### src/rtl/ifbrk_pkg.sv
package ifbrk_pkg;

    // Sequencer states
    typedef enum logic [1:0] {
        BS_IDLE  = 2'd0,
        BS_ARMED = 2'd1,
        BS_FIRE  = 2'd2
    } brk_state_e;

endpackage

### src/rtl/ifbrk_match.sv
module ifbrk_match #(
    parameter int AW         = 32,
    parameter int ALIGN_BITS = 1
) (
    input  logic [AW-1:0] fetch_addr,
    input  logic [AW-1:0] cfg_addr,
    input  logic          enable,
    output logic          hit
);
    // Low address bits below the instruction alignment do not take part
    localparam logic [AW-1:0] CMP_MASK = ~((AW'(1) << ALIGN_BITS) - AW'(1));

    logic [AW-1:0] diff;

    always_comb begin
        diff = (fetch_addr ^ cfg_addr) & CMP_MASK;
        hit  = enable && (diff == '0);
    end

endmodule

### src/rtl/ifbrk_tagq.sv
module ifbrk_tagq #(
    parameter int DEPTH = 4
) (
    input  logic                     clk,
    input  logic                     rst_n,
    input  logic                     push,
    input  logic                     push_hit,
    input  logic                     flush,
    input  logic                     pop,
    input  logic [$clog2(DEPTH)-1:0] pop_tag,
    output logic                     pop_hit
);
    localparam int TW = $clog2(DEPTH);

    logic [DEPTH-1:0] slot_v;
    logic [DEPTH-1:0] slot_f;
    logic [TW-1:0]    wr_ptr;

    // Write pointer: the tag that the next fetch receives
    always_ff @(posedge clk) begin
        if (!rst_n) begin
            wr_ptr <= '0;
        end else if (flush) begin
            wr_ptr <= '0;
        end else if (push) begin
            wr_ptr <= wr_ptr + TW'(1);
        end
    end

    // One flag slot per tag
    for (genvar i = 0; i < DEPTH; i++) begin : g_slot
        always_ff @(posedge clk) begin
            if (!rst_n) begin
                slot_v[i] <= 1'b0;
                slot_f[i] <= 1'b0;
            end else if (flush) begin
                slot_v[i] <= 1'b0;
                slot_f[i] <= 1'b0;
            end else if (push && (wr_ptr == TW'(i))) begin
                slot_v[i] <= 1'b1;
                slot_f[i] <= push_hit;
            end else if (pop && (pop_tag == TW'(i))) begin
                slot_v[i] <= 1'b0;
                slot_f[i] <= 1'b0;
            end
        end
    end

    always_comb begin
        pop_hit = pop && slot_v[pop_tag] && slot_f[pop_tag];
    end

    // after a flush no slot holds an instruction
    a_r6_flush_clears: assert property (@(posedge clk) disable iff (!rst_n)
        flush |=> (slot_v == '0));

    // the tag numbering restarts after a flush
    a_r6_ptr_restart: assert property (@(posedge clk) disable iff (!rst_n)
        flush |=> (wr_ptr == '0));

    // a retired slot is emptied unless a fetch refills it in the same cycle
    a_r7_pop_empties: assert property (@(posedge clk) disable iff (!rst_n)
        (pop && !flush && !(push && (wr_ptr == pop_tag)))
        |=> !slot_v[$past(pop_tag)]);

endmodule

### src/rtl/ifbrk_seq.sv
module ifbrk_seq
    import ifbrk_pkg::*;
(
    input  logic clk,
    input  logic rst_n,
    input  logic enable,
    input  logic post,
    input  logic ret_valid,
    input  logic ret_hit,
    input  logic ret_dslot,
    input  logic ret_sleep,
    output logic brk_req
);
    brk_state_e state;
    brk_state_e nxt;
    brk_state_e launch;

    // Where a flagged retire leads from rest
    always_comb begin
        launch = BS_IDLE;
        if (ret_hit) begin
            if (!post) begin
                launch = ret_dslot ? BS_IDLE : BS_FIRE;
            end else begin
                launch = ret_sleep ? BS_IDLE : BS_ARMED;
            end
        end
    end

    always_comb begin
        nxt = state;
        if (!enable) begin
            nxt = BS_IDLE;
        end else begin
            unique case (state)
                BS_IDLE:  nxt = launch;
                BS_ARMED: nxt = (ret_valid && !ret_dslot) ? BS_FIRE : BS_ARMED;
                BS_FIRE:  nxt = BS_IDLE;
                default:  nxt = BS_IDLE;
            endcase
        end
    end

    // State register
    always_ff @(posedge clk) begin
        if (!rst_n) begin
            state <= BS_IDLE;
        end else begin
            state <= nxt;
        end
    end

    // Outputs
    always_comb begin
        brk_req = (state == BS_FIRE);
    end

    // the request never lasts more than one cycle
    a_r11_single_pulse: assert property (@(posedge clk) disable iff (!rst_n)
        brk_req |=> !brk_req);

    // a disabled channel is silent in the next cycle
    a_r10_disabled_quiet: assert property (@(posedge clk) disable iff (!rst_n)
        !enable |=> !brk_req);

    // a flagged pre-mode retire outside a delay slot fires next cycle
    a_r3_pre_fire: assert property (@(posedge clk) disable iff (!rst_n)
        (enable && state == BS_IDLE && ret_hit && !post && !ret_dslot) |=> brk_req);

    // a pre break on a delay-slot instruction is dropped
    a_r8_pre_dslot_drop: assert property (@(posedge clk) disable iff (!rst_n)
        (enable && state != BS_ARMED && ret_hit && !post && ret_dslot) |=> !brk_req);

    // a post break on SLEEP leaves nothing pending
    a_r9_post_sleep_drop: assert property (@(posedge clk) disable iff (!rst_n)
        (enable && state == BS_IDLE && ret_hit && post && ret_sleep) |=> (state == BS_IDLE));

    // delay-slot retires keep a post break waiting
    a_r5_dslot_hold: assert property (@(posedge clk) disable iff (!rst_n)
        (enable && state == BS_ARMED && ret_valid && ret_dslot) |=> (state == BS_ARMED));

    // a pending post break fires after an accepting retire
    a_r4_post_fire: assert property (@(posedge clk) disable iff (!rst_n)
        (enable && state == BS_ARMED && ret_valid && !ret_dslot) |=> brk_req);

endmodule

### src/rtl/ifbrk_top.sv
module ifbrk_top #(
    parameter int AW         = 32,
    parameter int DEPTH      = 4,
    parameter int ALIGN_BITS = 1
) (
    input  logic                     clk,
    input  logic                     rst_n,
    input  logic                     cfg_enable,
    input  logic                     cfg_post,
    input  logic [AW-1:0]            cfg_addr,
    input  logic                     fetch_valid,
    input  logic [AW-1:0]            fetch_addr,
    input  logic                     flush,
    input  logic                     ex_retire,
    input  logic [$clog2(DEPTH)-1:0] ex_tag,
    input  logic                     ex_dslot,
    input  logic                     ex_sleep,
    output logic                     brk_req
);
    logic fetch_hit;
    logic ret_hit;

    ifbrk_match #(
        .AW         (AW),
        .ALIGN_BITS (ALIGN_BITS)
    ) u_match (
        .fetch_addr (fetch_addr),
        .cfg_addr   (cfg_addr),
        .enable     (cfg_enable),
        .hit        (fetch_hit)
    );

    ifbrk_tagq #(
        .DEPTH (DEPTH)
    ) u_tagq (
        .clk      (clk),
        .rst_n    (rst_n),
        .push     (fetch_valid),
        .push_hit (fetch_hit),
        .flush    (flush),
        .pop      (ex_retire),
        .pop_tag  (ex_tag),
        .pop_hit  (ret_hit)
    );

    ifbrk_seq u_seq (
        .clk       (clk),
        .rst_n     (rst_n),
        .enable    (cfg_enable),
        .post      (cfg_post),
        .ret_valid (ex_retire),
        .ret_hit   (ret_hit),
        .ret_dslot (ex_dslot),
        .ret_sleep (ex_sleep),
        .brk_req   (brk_req)
    );

    // no request is seen in the first cycle out of reset
    a_r1_reset_quiet: assert property (@(posedge clk)
        !rst_n |=> !brk_req);

endmodule

### config.mk
export PLATFORM = sky130hd
export DESIGN_NAME = ifbrk_top
export DESIGN_NICKNAME = d
export VERILOG_FILES = /design/src/rtl/ifbrk_pkg.sv /design/src/rtl/ifbrk_match.sv /design/src/rtl/ifbrk_tagq.sv /design/src/rtl/ifbrk_seq.sv /design/src/rtl/ifbrk_top.sv
export SDC_FILE = /design/constraint.sdc
export NUM_CORES = 1
export LEC_CHECK = 0
export BUFFER_PORTS_ARGS = -buffer_cell sky130_fd_sc_hd__buf_2
export CORE_UTILIZATION = 38
export DETAILED_ROUTE_END_ITERATION = 6
export PLACE_DENSITY = 0.75
export SYNTH_ARGS = -nofsm -noshare
export SYNTH_HDL_FRONTEND = slang
export SYNTH_SLANG_ARGS = --single-unit
export TNS_END_PERCENT = 1
### constraint.sdc
create_clock -name clk -period 1.46 [get_ports clk]
set_input_delay 0.073 -clock clk [delete_from_list [all_inputs] [get_ports clk]]
set_output_delay 0.073 -clock clk [all_outputs]
set_load 0.005 [all_outputs]
==> impl_metrics.tcl, run 1 <==
set metrics [dict create \
    core_um2 2230 \
    vias 1024 \
    path_class "reg -> reg" \
    synth_top_family_by_area "XOR/XNOR gates" \
    synth_cell_types 24 \
    synth-xor-area-share 0.308 \
    clock_latency_ps 270 \
    avgSynthCellArea_um2 8.43 \
    antenna_found_initial 0 \
    powerDensity_nw_per_um2 617 \
    grt_use_total 0.177 \
    hold_class "in -> reg" \
    areaGrowthSynthToFinish_pct 47.8 \
    yosysTopAreaCellShare 0.264 \
    critical_path_buf_inv_count 0 \
    cts_max_path_buffers 2 \
    n_antenna_cell 0 \
    rsz0062_at_grt "yes" \
    yosys.area.top_type "dfxtp_1" \
    final_cells 212 \
    grt_overflow_total 0 \
    cts.clk_slew.worst_paths_ps 80 \
    setup_viol 0 \
    critPathMaxFanout 2 \
    drtIter0Drc 8 \
    synthMuxAreaShare 0.0110 \
    maxSlewViolCount 0 \
    yosys.area_share.simple 0.245 \
    fin_crit_ps 1390 \
    final_min_period_over_clock_period 0.950 \
    synth_seq_area_share 0.264 \
    drive_gt1_frac 0.446 \
    dieHeight_um 51.0 \
    synthAdderAreaFrac 0.0549 \
    grt_pass1_vias 969 \
    cpMaxStageDelayCell "or4_1" \
    cts_tree "done" \
    routabilityCongestion 0.745 \
    place_inst 208 \
    ant_nets 0 \
    drc 0 \
    final_area_um2 1350 \
    dp_hpwl_um 1950 \
    placed_area_um2 1310 \
    path_delay_family "simple AND/OR/NAND/NOR gates" \
    vias_per_cell 4.83 \
    wl_per_cell_um 10.2 \
    path_cells "nand2_1, o211ai_1, o21ai_1, or4_1, a211oi_2" \
    cts_sinks 12 \
    leakagePower_nw 0.610 \
    rows 17 \
    syn-num-nets 187 \
    ys.flop_type "dfxtp_1" \
    start_util 0.408 \
    netlist_area_um2 911 \
    final_common_cell "buf_2" \
    grt_start_max_net_pins 9 \
    maxCapViolations 0 \
    ios 76 \
    cpPeakStageDelay_ps 500 \
    tightest_slew_ps 300 \
    slew_headroom 0.798 \
    netlist_instances 108 \
    yosys_warnings 0 \
    root_buffer "clkbuf_4" \
    endpoint_kind "register" \
    die_area_um2 2600 \
    start_kind "register" \
    fp.dieW_um 51.0 \
    holdWs_ps 56.3 \
    required_ps 1660 \
    hold_viol_final 0 \
    cts_buffers 3 \
    status "finished, final reports clean" \
    nets 264 \
    async_flop_share 0 \
    finalWirelength_um 2170 \
    clock_skew_ps 1.73 \
    portBuffers 73 \
    synth_area_leaders "dfxtp_1, xnor2_1, xor2_1, nand4_1, ha_1" \
    fmax_ghz 0.721 \
    finalPower_mw 0.831 \
    worstPathArrival_ps 1590 \
    peakVddDrop_mv 0.445 \
    htree_levels 1 \
    most-common-layout-cells "buf_2, xnor2_1, xor2_1" \
    synth-seq-cells 12 \
    drt_pre_antenna_iters 4 \
    synth_compound_area_frac 0.102 \
    synth_edf_count 0 \
    grt_pass1_wl_um 3540 \
]
where the power goes:
part           internal [mW]  switching (mW)  total [mW]
registers              0.331         0.00344       0.335
logic                  0.133          0.0942       0.227
clock network          0.152           0.118       0.269
cells in the mapped netlist, types with 2 or more instances:
cell and instances:
ha_1 4, o21ai_0 2, nand3b_1 2, o31ai_1 4, a21oi_1 4, dfxtp_1 12, nor4_1 6, xnor2_1 17
nor2_1 3, nand4_1 9, inv_1 3, nand2_1 13, xor2_1 15, nor2b_1 2, nand3_1 3
worst paths after layout:
kind / from / to / slack [ps] / cells after the start
worst max-delay path: u_tagq.slot_v[1] / u_seq.state[0] / 70 / 5
worst min register to register: u_seq.state[1] / u_seq.state[0] / 460 / 1
worst max register to register: u_tagq.slot_v[1] / u_seq.state[0] / 70 / 5
worst min-delay path: ex_dslot / u_seq.state[1] / 60 / 3
final cells by class:
cell class	count	area, um^2
sequential	12	243
clock buffer	4	36.3
fill	207	887
tap	28	35.0
timing repair buffer	73	365
multi-input combinational	92	656
inverter	3	11.3
worst register-to-register path: stages, from the launching register on:
cell	delay [ps]
dfxtp_2	340
nand2_1	50
o211ai_1	140
o21ai_1	100
or4_1	500
a211oi_2	180
logic make-up after synthesis:
group                      Yosys count
DFF                                 12
muxes                                1
AOI/OAI and AO/OA                   14
xor gates and xnor gates            32
adders and majority gates            4
and+or+nand+nor                     41
buffers and inverters                4
flip-flops by register name, summed over array words and instances (netlist names):
signal	flops
u_tagq.slot_f	4
u_tagq.wr_ptr	2
u_seq.state	2
u_tagq.slot_v	4
repair_timing:
| item | 4_1_cts | 5_1_grt |
|---|---|---|
| setup buffers | 0 | 0 |
| endpoints found under the setup margin | 0 | 1 |
| gates resized for setup | 0 | 2 |
| hold buffers | 0 | 0 |
metrics by stage:
stage	utilization	setup slack [ps]	TNS, ps
2_1_floorplan	-	164	0
3_3_place_gp	0.585	93.4	0
3_5_place_dp	0.585	60.7	0
4_1_cts	0.602	44.4	0
5_1_grt	0.603	-46.1	-46.1
6_report	0.603	73.0	0
per-layer routing:
| layer | track usage | part of all wire | vias to the layer above |
|---|---|---|---|
| li1 | - | - | 536 |
| met1 | 0.149 | 0.36 | 443 |
| met2 | 0.395 | 0.57 | 43 |
| met3 | 0.0476 | 0.067 | 2 |
| met4 | 0.0278 | 0.0028 | 0 |
| met5 | 0 | 0 | - |
Note: power is estimated with default switching activity, not from simulation.
==> run 2: changes to the inputs <==
==> constraint.sdc (replaced) <==
create_clock -name clk -period 1.46 [get_ports clk]
set_input_delay 0.219 -clock clk [delete_from_list [all_inputs] [get_ports clk]]
set_output_delay 0.219 -clock clk [all_outputs]
set_load 0.005 [all_outputs]
==> impl_metrics.tcl, run 2 (synthesized netlist as in run 1, its figures left out) <==
set metrics [dict create \
    status "finished, final reports clean" \
    cts.clk_slew.worst_paths_ps 70 \
    most-common-layout-cells "buf_2, xnor2_1, xor2_1" \
    finalPower_mw 0.766 \
    vias 1043 \
    drt_pre_antenna_iters 4 \
    cts_sinks 12 \
    whs_endpoint "u_seq.state[1]" \
    tightest_slew_ps 294 \
    cts_buffers 3 \
    cts_setup_buffers 0 \
    routabilityCongestion 0.753 \
    fmax_ghz 0.729 \
    drtIter0Drc 8 \
    r2r_cells 5 \
    grt_pass1_wl_um 3490 \
    final_util 0.602 \
    antenna_found_initial 0 \
    path_class "reg -> reg" \
    clock_latency_ps 270 \
    die_area_um2 2600 \
    grt_pass1_vias 956 \
    worstPathArrival_ps 1570 \
    core_um2 2230 \
    dieHeight_um 51.0 \
    finalWirelength_um 2150 \
    grt_use_total 0.178 \
    start_util 0.408 \
    final_min_period_over_clock_period 0.940 \
    peakVddDrop_mv 0.329 \
    cpPeakStageDelay_ps 490 \
    vias_per_cell 4.92 \
    r2r_end "u_seq.state[0]" \
    required_ps 1660 \
    fin_crit_ps 1370 \
    start_kind "register" \
    wl_per_cell_um 10.2 \
    clock_skew_ps 4.52 \
    fp.dieW_um 51.0 \
    cts_max_path_buffers 2 \
    portBuffers 73 \
    setup_viol 0 \
    rows 17 \
    final_area_um2 1340 \
    hold_viol_final 0 \
    dp_hpwl_um 1980 \
    rsz0062_at_grt "no" \
    place_inst 209 \
    r2r_setup_slack_ps 90 \
    reg.largest.list "u_tagq.slot_f x4, u_tagq.slot_v x4" \
    final_cells 212 \
    fin_setup_tns_ps 0 \
    root_buffer "clkbuf_4" \
    areaGrowthSynthToFinish_pct 47.5 \
    n_fill_cell 217 \
    cts_tree "done" \
    grt_start_max_net_pins 9 \
    hp-start "ex_dslot" \
    maxSlewViolCount 0 \
    hold_class "in -> reg" \
    maxCapViolations 0 \
    path_cells "nand2_1, o211ai_1, o21ai_1, or4_4, a211oi_2" \
    cts-hold-fix-buffers 0 \
    final_common_cell "buf_2" \
    drc 0 \
    ctsResizeCount 0 \
    slew_headroom 0.802 \
    cpMaxStageDelayCell "or4_4" \
    reg2reg_from "u_tagq.slot_v[1]" \
    leakagePower_nw 0.609 \
    powerDensity_nw_per_um2 570 \
    ios 76 \
    endpoint_kind "register" \
    drive_gt1_frac 0.451 \
    ant_nets 0 \
    htree_levels 1 \
    placed_area_um2 1320 \
    min_path_cells 3 \
    n_antenna_cell 0 \
    critPathMaxFanout 2 \
    grt_overflow_total 0 \
    nets 265 \
]
[run 2: worst max path at each step]
stage / slack (ps) / startpoint / to
finish: 90 / u_tagq.slot_v[1] / u_seq.state[0]
CTS: 50 / u_tagq.slot_v[1] / u_seq.state[0]
global placement: -60 / cfg_addr[24] / u_tagq.slot_f[1]
global route: 10 / u_tagq.slot_v[1] / u_seq.state[0]
detailed placement: -90 / cfg_addr[18] / u_tagq.slot_f[1]
floorplan: 160 / u_tagq.slot_v[1] / u_seq.state[0]
[run 2: final cells by class]
type,instances,area [um^2],share of cell area
Clock buffer,3,22.5,0.0168
Inverter,3,11.3,0.00838
Tap cell,28,35.0,0.0261
Multi-Input combinational cell,92,659,0.491
Sequential cell,12,243,0.181
Timing Repair Buffer,74,373,0.277
[run 2: per-layer routing]
layer,routed length (um),vias up,GRT usage
li1,-,536,-
met1,752,456,0.158
met2,1210,47,0.379
met3,157,4,0.0208
met4,34,0,0.0833
met5,0,-,0
[run 2: worst max-delay path: cells and delay by family (launching register included)]
family,cells,cell delay [ps]
DFF,1,320
AOI/OAI and AO/OA,3,440
and+or+nand+nor,2,550
[run 2: report_power, final]
part,switching (mW),internal (mW)
Sequential,0.00342,0.331
Clock,0.105,0.0956
Combinational,0.0956,0.135
[run 2: stage by stage]
stage / worst slack (ps) / hold slack (ps)
after CTS: 50.4 / 210
after global routing: 13.9 / 219
after floorplan: 164 / 373
after global placement: -55.3 / 433
final: 88.1 / 210
after detailed placement: -86.7 / 446
